### src/rtl/txf_pkg.sv
package txf_pkg;
  typedef enum logic [1:0] {
    PH_IDLE  = 2'd0,
    PH_CHECK = 2'd1,
    PH_SEND  = 2'd2
  } phase_e;

  localparam int          PRE_LEN  = 8;
  localparam int          TAIL_LEN = 4;
  localparam logic [7:0]  PRE_BYTE = 8'h55;
  localparam logic [7:0]  SFD_BYTE = 8'hD5;
endpackage

### src/rtl/txf_regs.sv
module txf_regs #(
  parameter int AW      = 16,
  parameter int CW      = 16,
  parameter int WDW     = 32,
  parameter int MIN_LEN = 64,
  parameter int MAX_LEN = 1530
) (
  input  logic           clk,
  input  logic           rst_n,
  input  logic           wr_en,
  input  logic           wr_sel,
  input  logic [WDW-1:0] wr_data,
  input  logic           hold,
  input  logic           busy,
  input  logic           done,
  output logic [AW-1:0]  base_q,
  output logic [CW-1:0]  count_q,
  output logic [CW-1:0]  launch_cnt,
  output logic           launch,
  output logic           len_bad
);
  localparam logic [WDW-1:0] MIN_V = WDW'(MIN_LEN);
  localparam logic [WDW-1:0] MAX_V = WDW'(MAX_LEN);

  logic cnt_wr;
  logic live_req;
  logic in_range;

  assign cnt_wr     = wr_en && wr_sel && !busy;
  assign live_req   = cnt_wr && (wr_data != '0) && !hold;
  assign in_range   = (wr_data >= MIN_V) && (wr_data <= MAX_V);
  assign launch     = live_req && in_range;
  assign len_bad    = live_req && !in_range;
  assign launch_cnt = wr_data[CW-1:0];

  always_ff @(posedge clk) begin
    if (!rst_n) begin
      base_q  <= '0;
      count_q <= '0;
    end else begin
      if (wr_en && !wr_sel && !busy) base_q <= wr_data[AW-1:0];
      if (done)        count_q <= '0;
      else if (cnt_wr) count_q <= wr_data[CW-1:0];
    end
  end
endmodule

### src/rtl/txf_reader.sv
module txf_reader #(
  parameter int AW    = 16,
  parameter int LW    = 16,
  parameter int DEPTH = 4,
  parameter int LAT   = 2
) (
  input  logic          clk,
  input  logic          rst_n,
  input  logic          start,
  input  logic [AW-1:0] start_addr,
  input  logic [LW-1:0] start_len,
  output logic          mem_rd_en,
  output logic [AW-1:0] mem_rd_addr,
  input  logic [7:0]    mem_rd_data,
  output logic          hd_valid,
  output logic [7:0]    hd_data,
  input  logic          pop
);
  localparam int PW = (DEPTH > 1) ? $clog2(DEPTH) : 1;
  localparam int OW = PW + 1;
  localparam logic [OW:0] DEPTH_V = (OW+1)'(DEPTH);

  logic [AW-1:0]  nxt_addr;
  logic [LW-1:0]  left;
  logic [LAT-1:0] pend;
  logic [7:0]     store [DEPTH];
  logic [PW-1:0]  wp, rp;
  logic [OW-1:0]  occ, infl;
  logic           issue, ret;

  assign issue       = (left != '0) && (({1'b0, occ} + {1'b0, infl}) < DEPTH_V);
  assign ret         = pend[LAT-1];
  assign mem_rd_en   = issue;
  assign mem_rd_addr = nxt_addr;
  assign hd_valid    = (occ != '0);
  assign hd_data     = store[rp];

  generate
    if (LAT == 1) begin : g_lat1
      always_ff @(posedge clk) begin
        if (!rst_n) pend <= '0;
        else        pend <= issue;
      end
    end else begin : g_latn
      always_ff @(posedge clk) begin
        if (!rst_n) pend <= '0;
        else        pend <= {pend[LAT-2:0], issue};
      end
    end
  endgenerate

  always_ff @(posedge clk) begin
    if (!rst_n) begin
      nxt_addr <= '0;
      left     <= '0;
      wp       <= '0;
      rp       <= '0;
      occ      <= '0;
      infl     <= '0;
      for (int i = 0; i < DEPTH; i++) store[i] <= '0;
    end else begin
      if (start) begin
        nxt_addr <= start_addr;
        left     <= start_len;
      end else if (issue) begin
        nxt_addr <= nxt_addr + AW'(1);
        left     <= left - LW'(1);
      end
      infl <= infl + OW'(issue) - OW'(ret);
      occ  <= occ + OW'(ret) - OW'(pop);
      if (ret) begin
        store[wp] <= mem_rd_data;
        wp        <= (wp == PW'(DEPTH-1)) ? '0 : wp + PW'(1);
      end
      if (pop) rp <= (rp == PW'(DEPTH-1)) ? '0 : rp + PW'(1);
    end
  end
endmodule

### src/rtl/txf_ctrl.sv
module txf_ctrl
  import txf_pkg::*;
#(
  parameter int AW = 16,
  parameter int CW = 16
) (
  input  logic          clk,
  input  logic          rst_n,
  input  logic          launch,
  input  logic          len_bad,
  input  logic [CW-1:0] launch_cnt,
  input  logic [AW-1:0] base_q,
  input  logic          hd_valid,
  input  logic [7:0]    hd_data,
  output logic          pop,
  output logic          rd_start,
  output logic [AW-1:0] rd_addr,
  output logic [CW-1:0] rd_len,
  input  logic          out_ready,
  output logic          out_valid,
  output logic [7:0]    out_data,
  output logic          out_sop,
  output logic          out_eop,
  output logic          busy,
  output logic          done,
  output logic          irq,
  output logic          err
);
  phase_e        phase;
  logic [AW-1:0] run_base;
  logic [CW-1:0] run_cnt;
  logic [CW-1:0] idx;
  logic [CW-1:0] last_idx;
  logic          bad;
  logic [7:0]    exp_b;
  logic          pre_ok, chk_fire, send_last;

  assign last_idx = run_cnt - CW'(PRE_LEN + TAIL_LEN + 1);
  assign exp_b    = (idx == CW'(PRE_LEN - 1)) ? SFD_BYTE : PRE_BYTE;
  assign pre_ok   = !bad && (hd_data == exp_b);
  assign out_data = hd_data;
  assign busy     = (phase != PH_IDLE);

  always_comb begin
    pop       = 1'b0;
    out_valid = 1'b0;
    chk_fire  = 1'b0;
    send_last = 1'b0;
    case (phase)
      PH_CHECK: begin
        pop      = hd_valid;
        chk_fire = hd_valid && (idx == CW'(PRE_LEN - 1));
      end
      PH_SEND: begin
        out_valid = hd_valid;
        pop       = hd_valid && out_ready;
        send_last = pop && (idx == last_idx);
      end
      default: ;
    endcase
  end

  assign out_sop  = (phase == PH_SEND) && (idx == '0);
  assign out_eop  = (phase == PH_SEND) && (idx == last_idx);
  assign done     = send_last;
  assign rd_start = launch || (chk_fire && pre_ok);
  assign rd_addr  = launch ? base_q : run_base + AW'(PRE_LEN);
  assign rd_len   = launch ? CW'(PRE_LEN) : run_cnt - CW'(PRE_LEN + TAIL_LEN);

  always_ff @(posedge clk) begin
    if (!rst_n) begin
      phase    <= PH_IDLE;
      run_base <= '0;
      run_cnt  <= '0;
      idx      <= '0;
      bad      <= 1'b0;
      irq      <= 1'b0;
      err      <= 1'b0;
    end else begin
      irq <= send_last;
      err <= len_bad || (chk_fire && !pre_ok);
      case (phase)
        PH_IDLE: begin
          if (launch) begin
            phase    <= PH_CHECK;
            run_base <= base_q;
            run_cnt  <= launch_cnt;
            idx      <= '0;
            bad      <= 1'b0;
          end
        end
        PH_CHECK: begin
          if (pop) begin
            idx <= idx + CW'(1);
            if (hd_data != exp_b) bad <= 1'b1;
          end
          if (chk_fire) begin
            idx   <= '0;
            phase <= pre_ok ? PH_SEND : PH_IDLE;
          end
        end
        PH_SEND: begin
          if (pop) idx <= idx + CW'(1);
          if (send_last) phase <= PH_IDLE;
        end
        default: phase <= PH_IDLE;
      endcase
    end
  end
endmodule

### src/rtl/tx_frame_fetch.sv
module tx_frame_fetch #(
  parameter int AW      = 16,
  parameter int CW      = 16,
  parameter int WDW     = 32,
  parameter int DEPTH   = 4,
  parameter int RD_LAT  = 2,
  parameter int MIN_LEN = 64,
  parameter int MAX_LEN = 1530
) (
  input  logic           clk,
  input  logic           rst_n,
  input  logic           cfg_wr_en,
  input  logic           cfg_wr_sel,
  input  logic [WDW-1:0] cfg_wr_data,
  input  logic           tx_hold,
  output logic [CW-1:0]  tx_count,
  output logic           mem_rd_en,
  output logic [AW-1:0]  mem_rd_addr,
  input  logic [7:0]     mem_rd_data,
  output logic           m_valid,
  input  logic           m_ready,
  output logic [7:0]     m_data,
  output logic           m_sop,
  output logic           m_eop,
  output logic           tx_busy,
  output logic           tx_irq,
  output logic           tx_err
);
  logic [AW-1:0] base_q;
  logic [CW-1:0] launch_cnt;
  logic          launch, len_bad, done;
  logic          hd_valid, pop, rd_start;
  logic [7:0]    hd_data;
  logic [AW-1:0] rd_addr;
  logic [CW-1:0] rd_len;

  txf_regs #(
    .AW(AW), .CW(CW), .WDW(WDW), .MIN_LEN(MIN_LEN), .MAX_LEN(MAX_LEN)
  ) u_regs (
    .clk(clk), .rst_n(rst_n),
    .wr_en(cfg_wr_en), .wr_sel(cfg_wr_sel), .wr_data(cfg_wr_data),
    .hold(tx_hold), .busy(tx_busy), .done(done),
    .base_q(base_q), .count_q(tx_count), .launch_cnt(launch_cnt),
    .launch(launch), .len_bad(len_bad)
  );

  txf_reader #(
    .AW(AW), .LW(CW), .DEPTH(DEPTH), .LAT(RD_LAT)
  ) u_reader (
    .clk(clk), .rst_n(rst_n),
    .start(rd_start), .start_addr(rd_addr), .start_len(rd_len),
    .mem_rd_en(mem_rd_en), .mem_rd_addr(mem_rd_addr), .mem_rd_data(mem_rd_data),
    .hd_valid(hd_valid), .hd_data(hd_data), .pop(pop)
  );

  txf_ctrl #(
    .AW(AW), .CW(CW)
  ) u_ctrl (
    .clk(clk), .rst_n(rst_n),
    .launch(launch), .len_bad(len_bad), .launch_cnt(launch_cnt), .base_q(base_q),
    .hd_valid(hd_valid), .hd_data(hd_data), .pop(pop),
    .rd_start(rd_start), .rd_addr(rd_addr), .rd_len(rd_len),
    .out_ready(m_ready), .out_valid(m_valid), .out_data(m_data),
    .out_sop(m_sop), .out_eop(m_eop),
    .busy(tx_busy), .done(done), .irq(tx_irq), .err(tx_err)
  );
endmodule

### config.mk
export PLATFORM = sky130hd
export DESIGN_NAME = tx_frame_fetch
export DESIGN_NICKNAME = d
export VERILOG_FILES = /design/src/rtl/txf_pkg.sv /design/src/rtl/txf_regs.sv /design/src/rtl/txf_reader.sv /design/src/rtl/txf_ctrl.sv /design/src/rtl/tx_frame_fetch.sv
export SDC_FILE = /design/constraint.sdc
export NUM_CORES = 1
export LEC_CHECK = 0
export BUFFER_PORTS_ARGS = -buffer_cell sky130_fd_sc_hd__buf_4
export CORE_MARGIN = 2
export CORE_UTILIZATION = 55
export CTS_BUF_LIST = sky130_fd_sc_hd__clkbuf_16
export CTS_CLUSTER_DIAMETER = 100
export DETAILED_ROUTE_END_ITERATION = 8
export GPL_ROUTABILITY_DRIVEN = 0
export GPL_TIMING_DRIVEN = 0
export HOLD_SLACK_MARGIN = 0.1
export PLACE_DENSITY_LB_ADDON = 0.25
export RECOVER_POWER = 25
export SETUP_SLACK_MARGIN = 0.1
export SKIP_LAST_GASP = 1
export SYNTH_ARGS = -nofsm -noshare
export SYNTH_HDL_FRONTEND = slang
export SYNTH_SLANG_ARGS = --single-unit
### constraint.sdc
create_clock -name clk -period 9.1 [get_ports clk]
set_input_delay 0.91 -clock clk [delete_from_list [all_inputs] [get_ports clk]]
set_output_delay 0.91 -clock clk [all_outputs]
set_load 0.02 [all_outputs]
==> flow_summary.json <==
{
  "avgViaCountPerCell": 5.96,
  "rows": 46,
  "drc": 0,
  "io_buffers": 92,
  "drtIter0Drc": 608,
  "cts_tree": "done",
  "ys_types": 74,
  "fillers": 1427,
  "synth_edf_count": 32,
  "wl_mm": 24.1,
  "antenna_found_initial": 0,
  "synth_top_cell_area_share_pct": 29.8,
  "dr.pass1.iters": 6,
  "period_needed_ns": 3.73,
  "dieArea_mm2": 0.0170,
  "fp.dieW_um": 130,
  "synth_largest_area_cell": "dfxtp_1",
  "maxCapViolCount": 0,
  "dpl.hpwl_mm": 17.6,
  "min_to": "u_reader.pend[1]$_SDFF_PN0_",
  "min_from": "u_reader.pend[0]$_SDFF_PN0_",
  "setup_violations": 0,
  "first_global_vias": 7458,
  "postSynth.asyncResetShare_pct": 0,
  "synthTopCellsByArea": "dfxtp_1 30%, edfxtp_1 11%, nand2_1 5.8%",
  "path_class": "reg2out",
  "ys.flop_type": "dfxtp_1",
  "hold_violations": 0,
  "syn_area_mm2": 0.00879,
  "floorplan.initialDensity_pct": 55.8,
  "clk_pin_slew_worst_paths_ns": 0.07,
  "htreeDepth": 4,
  "clkSinkCount": 163,
  "max-slew-margin-rel_pct": 25.7,
  "status": "complete, no violations",
  "ctsHoldBuffers": 0,
  "pre_cts_slack_ns": 5.46,
  "layoutNonFillerInstCount": 1338,
  "n_antenna_cell": 0,
  "r2r_end": "u_reader.infl[2]$_SDFF_PN0_",
  "ys_ff_latch": 163,
  "place_area_mm2": 0.00976,
  "syn_nets": 1065,
  "cp_max_fo": 6,
  "irDropWorstVdd_uv": 149,
  "drive_above_1_share_pct": 13.7,
  "clockRootBuffer": "clkbuf_16",
  "ioPinCount": 93,
  "post_cts_resized": 0,
  "numCtsBuffers": 17,
  "p_leak_nw": 3.99,
  "final_cell_mix": "136 x nand2_1, 131 x dfxtp_1, 69 x buf_4, 69 x a21oi_1, 67 x nor2_1",
  "worst_slew_pin_slew_ns": 1.10,
  "ant_nets": 0,
  "tns_ns": 0,
  "rrSetupSlack_ns": 5.71,
  "grt_start_max_net_pins": 18,
  "wl_per_cell_um": 18.0,
  "cp-start-kind": "register",
  "fp.coreArea_mm2": 0.0158,
  "maxSlewViolCount": 0,
  "worst_slack_ns": 5.37,
  "arrival_ns": 2.82,
  "yosysWarnings": 0,
  "clockBufferDepth": 2,
  "max_freq_ghz": 0.268,
  "worstHoldPathCells": 1,
  "syn-instance-count": 998,
  "fin_area_mm2": 0.0103,
  "rr_startpoint": "u_reader.left[7]$_SDFFE_PN0P_",
  "postCtsSetupRepairBufs": 0,
  "synth-seq-area-share_pct": 40.7,
  "die-height_um": 130,
  "clk_latency_ns": 0.45,
  "finalCritPeriodShare_pct": 41.0,
  "grt.overflow.total": 0,
  "avgSynthCellArea_um2": 8.81,
  "finClkSkew_ns": 0.0107,
  "vias": 7977,
  "critPathCaptureType": "primary output",
  "r2r.worst_path.cells": 14,
  "mostFrequentLayoutCell": "nand2_1",
  "rsz0062_at_grt": "false",
  "cellPowerDensity_mw_per_mm2": 220,
  "area_delta_synth_final_pct": 16.6,
  "grt_pass1_wl_mm": 38.5,
  "critPathRequiredTime_ns": 8.19,
  "hp-class": "reg2reg",
  "place_inst": 1306,
  "nNetsFinal": 1176,
  "grt_usage_pct": 29.4
}
-- critical path, stage by stage, from the launching register on --
cell	delay [ns]
dfxtp_1	0.48
inv_1	0.13
ha_1	0.26
nand2b_1	0.26
and4_1	0.21
nor4b_2	0.35
nand3_1	0.12
a211oi_1	0.23
o211a_1	0.18
buf_4	0.14
-- logic make-up after synthesis --
family	synth area share [%]
AND/OR/NAND/NOR	25.9
AO/OA/AOI/OAI	13.9
flip-flops	40.7
buffers and inverters	4.61
XOR/XNOR	7.47
multiplexers	4.23
adder cells (fa/ha/maj)	3.16
-- metal layers --
metal | routed length [um] | vias up | global-route usage (%)
met4 | 644 | 0 | 11.2
met3 | 1830 | 53 | 6.92
met1 | 10400 | 3799 | 39.2
li1 | - | 3830 | -
met2 | 11300 | 295 | 46.7
met5 | 0 | - | 0
-- registers in the layout, indices dropped and copies added, names as in the netlist, 16 cells and up, named ones only --
name and count:
u_reader.left 16, u_ctrl.idx 16, u_ctrl.run_base 16, u_reader.store 32
u_reader.mem_rd_addr 16, u_ctrl.run_cnt 16, u_regs.count_q 16, u_regs.base_q 16
-- Yosys cell counts (27+ instances only) --
cell type / instances
nand2_1: 136
dfxtp_1: 131
a21oi_1: 69
nor2_1: 67
xnor2_1: 48
nor3_1: 41
clkbuf_1: 33
nand3_1: 33
and2_1: 32
edfxtp_1: 32
inv_1: 28
xor2_1: 27
-- where the power goes --
| group | internal [mW] | switching [mW] | leakage (nW) | total (mW) |
|---|---|---|---|---|
| clock network | 0.414 | 0.331 | 0.301 | 0.744 |
| registers | 0.810 | 0.0604 | 1.39 | 0.871 |
| logic | 0.259 | 0.385 | 2.29 | 0.644 |
| total | 1.48 | 0.776 | 3.99 | 2.26 |
-- final cells by class --
type	instances	area, um2	share of cell area (%)
Inverter	30	113	1.10
Clock buffer	17	425	4.15
Timing Repair Buffer	92	597	5.82
Buffer	65	293	2.85
Multi-Input combinational cell	740	4810	46.8
Clock inverter	15	171	1.67
Tap cell	216	270	2.63
Sequential cell	163	3580	34.9
-- metrics by stage --
step	hold WS [ns]	util [%]	power, mW
CTS	0.437	65.6	2.26
detailed placement	0.420	61.9	1.52
global placement	0.414	61.9	1.52
global route	0.455	65.1	2.37
floorplan	0.412	-	1.34
finish	0.434	65.1	2.26
-- worst max path at each step --
stage | start | to | slack [ns] | cells past startpoint
6_report | u_ctrl.run_cnt[0]$_SDFFE_PN0P_ | m_eop | 5.37 | 9
5_1_grt | u_ctrl.run_cnt[0]$_SDFFE_PN0P_ | m_eop | 5.27 | 9
4_1_cts | u_ctrl.run_cnt[0]$_SDFFE_PN0P_ | m_eop | 5.39 | 9
3_5_place_dp | cfg_wr_data[6] | u_reader.mem_rd_addr[5]$_SDFFE_PN0P_ | 5.46 | 9
3_3_place_gp | cfg_wr_data[6] | u_reader.mem_rd_addr[5]$_SDFFE_PN0P_ | 5.50 | 9
2_1_floorplan | u_reader.left[7]$_SDFFE_PN0P_ | u_reader.infl[2]$_SDFF_PN0_ | 6.25 | 14
(Power assumes the default switching activity.)
